### src/rtl/ssSeqPkg.sv
package ssSeqPkg;

  typedef enum logic [2:0] {
    ST_IDLE  = 3'd0,
    ST_RAMP  = 3'd1,
    ST_REG   = 3'd2,
    ST_BLANK = 3'd3,
    ST_SHDN  = 3'd4
  } seqState_t;

  // control -> datapath
  typedef struct packed {
    logic clrCount;
    logic clrRetry;
    logic advance;
    logic incRetry;
  } seqStrobe_t;

  // datapath -> control
  typedef struct packed {
    logic stepEnd;
    logic nearTop;
    logic cycleEnd;
    logic monActive;
    logic retryLast;
  } seqFlags_t;

endpackage

### src/rtl/ssSeqDatapath.sv
module ssSeqDatapath
  import ssSeqPkg::*;
#(
  parameter int CODE_W       = 8,
  parameter int STEP_CYCLES  = 1335,
  parameter int MASK_CODE    = 65,
  parameter int RETRY_CYCLES = 3
) (
  input  logic              clk,
  input  logic              rstN,
  input  seqStrobe_t        strobe,
  output seqFlags_t         flags,
  output logic [CODE_W-1:0] rampCnt
);

  localparam int STEP_W  = (STEP_CYCLES > 1) ? $clog2(STEP_CYCLES) : 1;
  localparam int RETRY_W = (RETRY_CYCLES > 1) ? $clog2(RETRY_CYCLES) : 1;
  localparam logic [STEP_W-1:0]  STEP_LAST  = STEP_W'(STEP_CYCLES - 1);
  localparam logic [RETRY_W-1:0] RETRY_LAST = RETRY_W'(RETRY_CYCLES - 1);
  localparam logic [CODE_W-1:0]  CODE_TOP   = '1;
  localparam logic [CODE_W-1:0]  CODE_PEN   = CODE_W'((2 ** CODE_W) - 2);
  localparam logic [CODE_W-1:0]  CODE_MASK  = CODE_W'(MASK_CODE);

  logic [STEP_W-1:0]  stepCnt;
  logic [RETRY_W-1:0] retryCnt;
  logic               stepWrap;

  assign stepWrap = (stepCnt == STEP_LAST);

  always_ff @(posedge clk or negedge rstN) begin
    if (!rstN) begin
      stepCnt <= '0;
      rampCnt <= '0;
    end else if (strobe.clrCount) begin
      stepCnt <= '0;
      rampCnt <= '0;
    end else if (strobe.advance) begin
      if (stepWrap) begin
        stepCnt <= '0;
        rampCnt <= rampCnt + 1'b1;
      end else begin
        stepCnt <= stepCnt + 1'b1;
      end
    end
  end

  always_ff @(posedge clk or negedge rstN) begin
    if (!rstN) begin
      retryCnt <= '0;
    end else if (strobe.clrRetry) begin
      retryCnt <= '0;
    end else if (strobe.incRetry) begin
      retryCnt <= retryCnt + 1'b1;
    end
  end

  always_comb begin
    flags.stepEnd   = stepWrap;
    flags.nearTop   = (rampCnt == CODE_PEN);
    flags.cycleEnd  = (rampCnt == CODE_TOP) && stepWrap;
    flags.monActive = (rampCnt >= CODE_MASK);
    flags.retryLast = (retryCnt == RETRY_LAST);
  end

endmodule

### src/rtl/ssSeqCtrl.sv
module ssSeqCtrl
  import ssSeqPkg::*;
(
  input  logic       clk,
  input  logic       rstN,
  input  logic       biasOk,
  input  logic       shdnReq,
  input  logic       uvAny,
  input  seqFlags_t  flags,
  output seqState_t  state,
  output seqStrobe_t strobe
);

  seqState_t nextState;

  always_comb begin
    nextState = state;
    strobe    = '0;
    if (!biasOk) begin
      nextState       = ST_IDLE;
      strobe.clrCount = 1'b1;
      strobe.clrRetry = 1'b1;
    end else if (shdnReq) begin
      nextState       = ST_SHDN;
      strobe.clrCount = 1'b1;
      strobe.clrRetry = 1'b1;
    end else begin
      case (state)
        ST_IDLE, ST_SHDN: begin
          nextState       = ST_RAMP;
          strobe.clrCount = 1'b1;
          strobe.clrRetry = 1'b1;
        end
        ST_RAMP: begin
          if (uvAny && flags.monActive) begin
            nextState       = ST_BLANK;
            strobe.clrCount = 1'b1;
            strobe.clrRetry = 1'b1;
          end else begin
            strobe.advance = 1'b1;
            if (flags.stepEnd && flags.nearTop) nextState = ST_REG;
          end
        end
        ST_REG: begin
          if (uvAny) begin
            nextState       = ST_BLANK;
            strobe.clrCount = 1'b1;
            strobe.clrRetry = 1'b1;
          end
        end
        ST_BLANK: begin
          strobe.advance = 1'b1;
          if (flags.cycleEnd) begin
            if (flags.retryLast) begin
              nextState       = ST_RAMP;
              strobe.clrRetry = 1'b1;
            end else begin
              strobe.incRetry = 1'b1;
            end
          end
        end
        default: begin
          nextState       = ST_IDLE;
          strobe.clrCount = 1'b1;
          strobe.clrRetry = 1'b1;
        end
      endcase
    end
  end

  always_ff @(posedge clk or negedge rstN) begin
    if (!rstN) state <= ST_IDLE;
    else       state <= nextState;
  end

endmodule

### src/rtl/softStartSeq.sv
module softStartSeq
  import ssSeqPkg::*;
#(
  parameter int NUM_OUT      = 2,
  parameter int CODE_W       = 8,
  parameter int SS_CYCLES    = 342000,
  parameter int MASK_CODE    = 65,
  parameter int RETRY_CYCLES = 3
) (
  input  logic               clk,
  input  logic               rstN,
  input  logic               biasOk,
  input  logic [NUM_OUT-1:0] uvFlag,
  input  logic               shdnReq,
  output logic [CODE_W-1:0]  rampCode,
  output logic [NUM_OUT-1:0] outEn,
  output logic [2:0]         seqStatus
);

  localparam int STEP_CYCLES = SS_CYCLES / (2 ** CODE_W);

  seqState_t         state;
  seqStrobe_t        strobe;
  seqFlags_t         flags;
  logic [CODE_W-1:0] rampCnt;
  logic              driving;

  ssSeqCtrl i_ctrl (
    .clk     (clk),
    .rstN    (rstN),
    .biasOk  (biasOk),
    .shdnReq (shdnReq),
    .uvAny   (|uvFlag),
    .flags   (flags),
    .state   (state),
    .strobe  (strobe)
  );

  ssSeqDatapath #(
    .CODE_W       (CODE_W),
    .STEP_CYCLES  (STEP_CYCLES),
    .MASK_CODE    (MASK_CODE),
    .RETRY_CYCLES (RETRY_CYCLES)
  ) i_dp (
    .clk     (clk),
    .rstN    (rstN),
    .strobe  (strobe),
    .flags   (flags),
    .rampCnt (rampCnt)
  );

  assign driving   = (state == ST_RAMP) || (state == ST_REG);
  assign rampCode  = driving ? rampCnt : '0;
  assign seqStatus = state;

  for (genvar g = 0; g < NUM_OUT; g++) begin : g_en
    assign outEn[g] = driving;
  end

endmodule

### config.mk
export PLATFORM = sky130hd
export DESIGN_NAME = softStartSeq
export DESIGN_NICKNAME = d
export VERILOG_FILES = /design/src/rtl/ssSeqPkg.sv /design/src/rtl/ssSeqDatapath.sv /design/src/rtl/ssSeqCtrl.sv /design/src/rtl/softStartSeq.sv
export SDC_FILE = /design/constraint.sdc
export NUM_CORES = 1
export LEC_CHECK = 0
export BUFFER_PORTS_ARGS = -buffer_cell sky130_fd_sc_hd__buf_2
export CELL_PAD_IN_SITES_DETAIL_PLACEMENT = 1
export CELL_PAD_IN_SITES_GLOBAL_PLACEMENT = 2
export CORE_MARGIN = 4
export CORE_UTILIZATION = 36
export DETAILED_ROUTE_END_ITERATION = 12
export GPL_ROUTABILITY_DRIVEN = 0
export PLACE_DENSITY_LB_ADDON = 0.1
export SLEW_MARGIN = 5
export SYNTH_ARGS = -nofsm -noshare
export SYNTH_HDL_FRONTEND = slang
export SYNTH_SLANG_ARGS = --single-unit
### constraint.sdc
create_clock -name clk -period 2.5 [get_ports clk]
set_input_delay 0 -clock clk [delete_from_list [all_inputs] [get_ports clk]]
set_output_delay 0 -clock clk [all_outputs]
set_load 0.05 [all_outputs]
Word-level counts from Yosys, hierarchy flattened
Cells that the tools add are included.
{ "classes": {"reduce_logical": 12, "n_lt_le_gt_ge": 1, "addsub": 3, "eq_ne": 12, "muxes": 32} }
{ "op_table": {"columns": ["operator", "count"], "rows": [
  ["$mux 11", 3],
  ["$mux 8", 4],
  ["$mux 3", 7],
  ["$eq 8x8->1 const B", 2],
  ["$mux 2", 8],
  ["$pmux 3 s4", 1],
  ["$add 11x1->11 const B", 1],
  ["$eq 11x11->1 const B", 1],
  ["$add 8x1->8 const B", 1],
  ["$ge 8x7->1 const B", 1],
  ["$ne 4x4->1 const B", 2],
  ["$eq 3x2->1 const B", 2],
  ["$mux 1", 6],
  ["$pmux 1 s3", 2],
  ["$reduce_bool 2->1", 3],
  ["$ne 5x3->1 const B", 1],
  ["$ne 4x3->1 const B", 1],
  ["$reduce_and 4->1", 1],
  ["$reduce_or 2->1", 2],
  ["$eq 3x1->1 const B", 1],
  ["$eq 3x3->1 const B", 1],
  ["$logic_and 1x1->1", 3],
  ["$logic_not 3->1", 1],
  ["$add 2x1->2 const B", 1],
  ["other kinds (4)", 4]
]} }
{ "totals": {"reg_bits": 24, "elab_cells": 64} }

Longest topological paths before layout
{ "logic_depth": {"depth_word": 8, "ltp_mapped": 8, "mapped_depth_nobuf": 7} }

Modules after synthesis
A second synthesis with hierarchy kept.
{ "unflattened": {"cells_unflattened": 173, "hier_area_um2": 1549.0} }
{ "modules_own_cells": {"columns": ["mod", "instances", "area_per_inst_um2", "cells_per_inst", "seq_area_each_um2"], "rows": [
  ["ssSeqDatapath", 1, 1192.4, 130, 525.5],
  ["ssSeqCtrl", 1, 251.5, 29, 75.1],
  ["softStartSeq", 1, 105.1, 14, 0.0]
]} }

Least setup slack after synthesis
OpenSTA, ideal clock, no wires.
{ "synth_timing": {"path_kind": "register -> output", "from": "reg i_ctrl.state[1]", "to": "out rampCode[0]", "n_path_buf": 1, "required_ps": 2500, "slack_ps": 421, "t_arrival_ps": 2079, "path_stages_with_launch": 4, "cell_sequence": "dfrtp_1 > buf_2 > xnor2_1 > nor3_1"} }
{ "synth_via": {"elab_chain_len": 3} }
{ "synth_rtl": {"columns": ["element", "line", "rtl"], "rows": [
  ["start: declaration", "ssSeqCtrl.sv:10", "output seqState_t state,"],
  ["start signal: assignment", "ssSeqCtrl.sv:73", "else state <= nextState;"],
  ["$eq 3x1->1 / $eq 3x2->1 (equally long branches)", "softStartSeq.sv:52", "assign driving = (state == ST_RAMP) || (state == ST_REG);"],
  ["$logic_or 1x1->1 *", "softStartSeq.sv:52", null],
  ["$mux 8 *", "softStartSeq.sv:53", "assign rampCode = driving ? rampCnt : '0;"],
  ["end: declaration", "softStartSeq.sv:15", "output logic [CODE_W-1:0] rampCode,"]
]} }
Every way passes the cells marked *; elsewhere a longest branch is shown, timed or not.

Worst setup path in the final report
{ "layout_timing": {"from": "reg i_dp.rampCnt[1]", "to": "reg i_dp.stepCnt[6]"} }
{ "layout_via": {"elab_chain_len": 7} }
{ "layout_rtl": {"columns": ["element", "line", "rtl"], "rows": [
  ["start: declaration", "ssSeqDatapath.sv:13", "output logic [CODE_W-1:0] rampCnt"],
  ["start signal: assignment", "ssSeqDatapath.sv:40", "rampCnt <= rampCnt + 1'b1;"],
  ["$ge 8x7->1 *", "ssSeqDatapath.sv:61", "flags.monActive = (rampCnt >= CODE_MASK);"],
  ["$logic_and 1x1->1 *", "ssSeqCtrl.sv:35", "if (uvAny && flags.monActive) begin"],
  ["$mux 2 / $mux 1 (equally long branches)", "ssSeqCtrl.sv:35", null],
  ["$pmux 1 s3 / $pmux 1 s2 (equally long branches)", "ssSeqCtrl.sv:28", "case (state)"],
  ["$mux 2", "ssSeqCtrl.sv:23", "end else if (shdnReq) begin"],
  ["$mux 2", "ssSeqCtrl.sv:19", "if (!biasOk) begin"],
  ["$mux 11 / $reduce_bool 2->1 (equally long branches)", null, null],
  ["end signal: assignment", "ssSeqDatapath.sv:42", "stepCnt <= stepCnt + 1'b1;"],
  ["end: declaration", "ssSeqDatapath.sv:24", "logic [STEP_W-1:0] stepCnt;"]
]} }
Marks and branches as above.
A chain may end at the register's enable or synchronous reset.

==> run summary <==
CP cell instances -> inv_1 > ha_1 > and2b_1 > a211oi_4 > nor3_2 > or2_1 > nor2_2
Final WL -> 4336 um
Slew Limit Fails -> 0
FF+latch count, synth -> 24
Initial antenna violation count -> 0
Switching power total -> 197.2 uW
CTS root buf -> clkbuf_8
Clock network power share -> 42.2%
FFs w/ async S/R, synth -> 100.0%
F_max -> 0.4504 GHz
CP startpoint kind -> flop
Maximum VDD drop -> 0.1575 mV
RSZ-0062 raised after global routing -> no
Max transition margin -> 59.28%
CTS tree -> done
Leakage -> 0.0007094 uW
CP peak stage delay -> 0.55 ns
Post-Synthesis Cells -> 176
Avg WL per Cell -> 17.48 um
CP delay by family, top -> simple AND/OR/NAND/NOR gates
DRT met1 WL -> 2073 um
Switch share -> 23.96%
Largest net degree at the start of global routing -> 25
Row cnt -> 24
Syn Area/Cell -> 9.320 um^2
Clock Sinks -> 24
CTS Buffer Depth -> 2
Power Density -> 441.0 nW/um^2
Tcrit/Tclk final -> 88.81%
Post-synth EDFFs -> 0
Clock latency on the worst-skew pair -> 0.27 ns
Internal power -> 626.0 uW
Sequential share of power -> 48.4%
Tmin final -> 2.220 ns
Antenna viol nets, final -> 0
Met3 wire len -> 126 um
Synthesized Nets -> 189
Gr usage total -> 16.74%
Skew final -> 0.003953 ns
Initial Utilization -> 37.41%
Via count -> 1354
Core Area -> 4384 um^2
Setup crit end kind -> flop
Actual slew at the worst max-slew pin -> 0.6107 ns
Total of max-cap violations -> 0
Share of layout cells above drive strength 1 -> 23.47%
Setup CP Type -> flop to flop
CP required -> 2.64 ns
Vias in the first global route -> 1472
DRT Pass-1 Iters -> 4
First-pass GRT wire length -> 7293 um
Critical path fanouts, max -> 10
Final hold violations -> 0
Pre-CTS setup slack -> 0.1941 ns
Uppermost layer routed -> met4
Initial DRC count -> 59
I/O Buffers -> 18
Metal2 WL -> 2096 um
Die Wd -> 75.50 um
Die Area -> 5700 um^2
DR vias/cell -> 5.460
Main flop type after synthesis -> dfrtp_1
Io pins -> 19
Setup TNS Final -> 0 ns
Status -> completed
Number of H-tree levels -> 1
Distinct cells, synth -> 48
Overflow after GRT -> 0
Layout Nets -> 210
Final setup fails -> 0
Area grow syn2layout -> 13.81%
Reg2Reg Setup Slack -> 0.28 ns
Buffers and inverters on the worst path -> 1
Residual DRC -> 0
WP data arrival -> 2.36 ns
Sequential element share of the synthesized area -> 36.61%
Worst hold path type -> primary input to flop
CTS clk-pin slew, worst paths -> 0.09 ns
Ys Warns -> 0
Slowest cell on the critical path -> or2_1
Final setup margin -> 0.2798 ns
Die height -> 75.50 um
CTS Buf Count -> 3
Diode count -> 0
Mapped cell area -> 1640 um^2
Comb pwr share -> 9.4%
DP HPWL -> 3325 um
## flip-flops by register name, indices dropped and copies added, names as in the netlist
signal / count
i_ctrl.state: 3
i_dp.rampCnt: 8
i_dp.retryCnt: 2
i_dp.stepCnt: 11
## power groups by stage
stage	combinational, uW	sequential [uW]	clock (uW)
2_1_floorplan	47.2	408	0
4_1_cts	78.1	398	359
6_report	77.5	398	347
3_5_place_dp	74.3	406	0
3_3_place_gp	72.1	406	0
5_1_grt	84.3	399	376
## Yosys cell counts, drive strengths merged (2+ instances only)
library cell  instances  area, um^2
or2                   2       12.51
nand3                 4       20.02
nand3b                2       15.01
nor4b                 2       23.77
o21ai                 6       30.03
a211o                 2       17.52
nand4                 7       43.79
a211oi                2       20.02
and4bb                2       25.02
xor2                  4       35.03
a21oi                 9       48.80
o2111ai               2       17.52
nor2                 24       112.6
nor3                  9       50.05
and3                  2       13.77
xnor2                11       96.34
o31ai                 2       15.01
nand2                11       41.29
inv                   9       33.78
buf                   7       52.54
and2                  7       45.05
and4                  5       43.79
ha                    7       87.58
dfrtp                24       600.6
## tightest hold or removal path: cells and delay by family
| kind | cells | cell delay (ns) |
|---|---|---|
| AND/OR/NAND/NOR | 2 | 0.16 |
| buffers and inverters | 1 | 0.12 |
| AO/OA/AOI/OAI | 1 | 0.05 |
## path summary, 6_finish.rpt
kind                                  from                to  depth (start not counted)
max                        i_dp.rampCnt[1]   i_dp.stepCnt[6]                          7
min                                shdnReq   i_dp.stepCnt[0]                          4
max reg2reg                i_dp.rampCnt[1]   i_dp.stepCnt[6]                          7
min reg2reg                i_dp.stepCnt[7]   i_dp.stepCnt[7]                          2
max in group asynchronous             rstN  i_dp.stepCnt[10]                          2
min in group asynchronous             rstN   i_dp.stepCnt[0]                          2
## metal layers
layer | vias to the layer above | GRT usage [%]
li1 | 659 | -
met1 | 674 | 21.94
met2 | 16 | 28.76
met3 | 5 | 2.507
met4 | 0 | 4.466
met5 | - | 0
## per-stage QoR
stage / power [uW] / hold WS [ns] / area, um^2 / util, % / std cells
6_report: 823.2 / 0.09152 / 1867 / 42.58 / 248
5_1_grt: 859.3 / 0.09776 / 1867 / 42.58 / 248
4_1_cts: 835.8 / 0.08172 / 1859 / 42.41 / 248
3_5_place_dp: 480.4 / 0.03544 / 1758 / 40.10 / 241
3_3_place_gp: 477.6 / 0.01594 / 1758 / 40.10 / 241
2_1_floorplan: 455.7 / -0.2956 / 1640 / - / 176
## cell families (layout without fill, tap and decap cells)
kind of cell	after synthesis	after routing	share of synthesized area [%]
fa+ha+maj	7	7	5.339
mux	1	1	0.6865
compound gates	28	28	11.67
xor+xnor	15	15	8.009
buf+inv	16	36	5.262
flops	24	24	36.61
simple gates	85	85	32.42
## placed cells by master (no fill, tap or decap), drive strengths merged, types with 2 or more instances in the layout
cell / instances
dfrtp: 24
nor2: 24
buf: 20
xnor2: 11
nand2: 11
inv: 9
nor3: 9
a21oi: 9
nand4: 7
ha: 7
and2: 7
o21ai: 6
and4: 5
nand3: 4
xor2: 4
clkbuf: 3
dlygate4sd3: 3
o31ai: 2
a211o: 2
and4bb: 2
or2: 2
nand3b: 2
o2111ai: 2
a211oi: 2
nor4b: 2
and3: 2
## area by class of cell
cell class | count | area [um^2]
Clock inverter | 1 | 30.03
Multi-Input combinational cell | 136 | 960.9
Inverter | 9 | 33.78
Tap cell | 52 | 65.06
Fill cell | 532 | 2517
Sequential cell | 24 | 600.6
Clock buffer | 3 | 41.29
Timing Repair Buffer | 23 | 135.1
## what timing repair did
action	in CTS	in global routing
resized for setup	0	1
endpoints found under the setup margin	0	4
hold buffers	3	0
setup buffers	0	0
hold endpoints to repair	25	0
(Power assumes the default switching activity.)
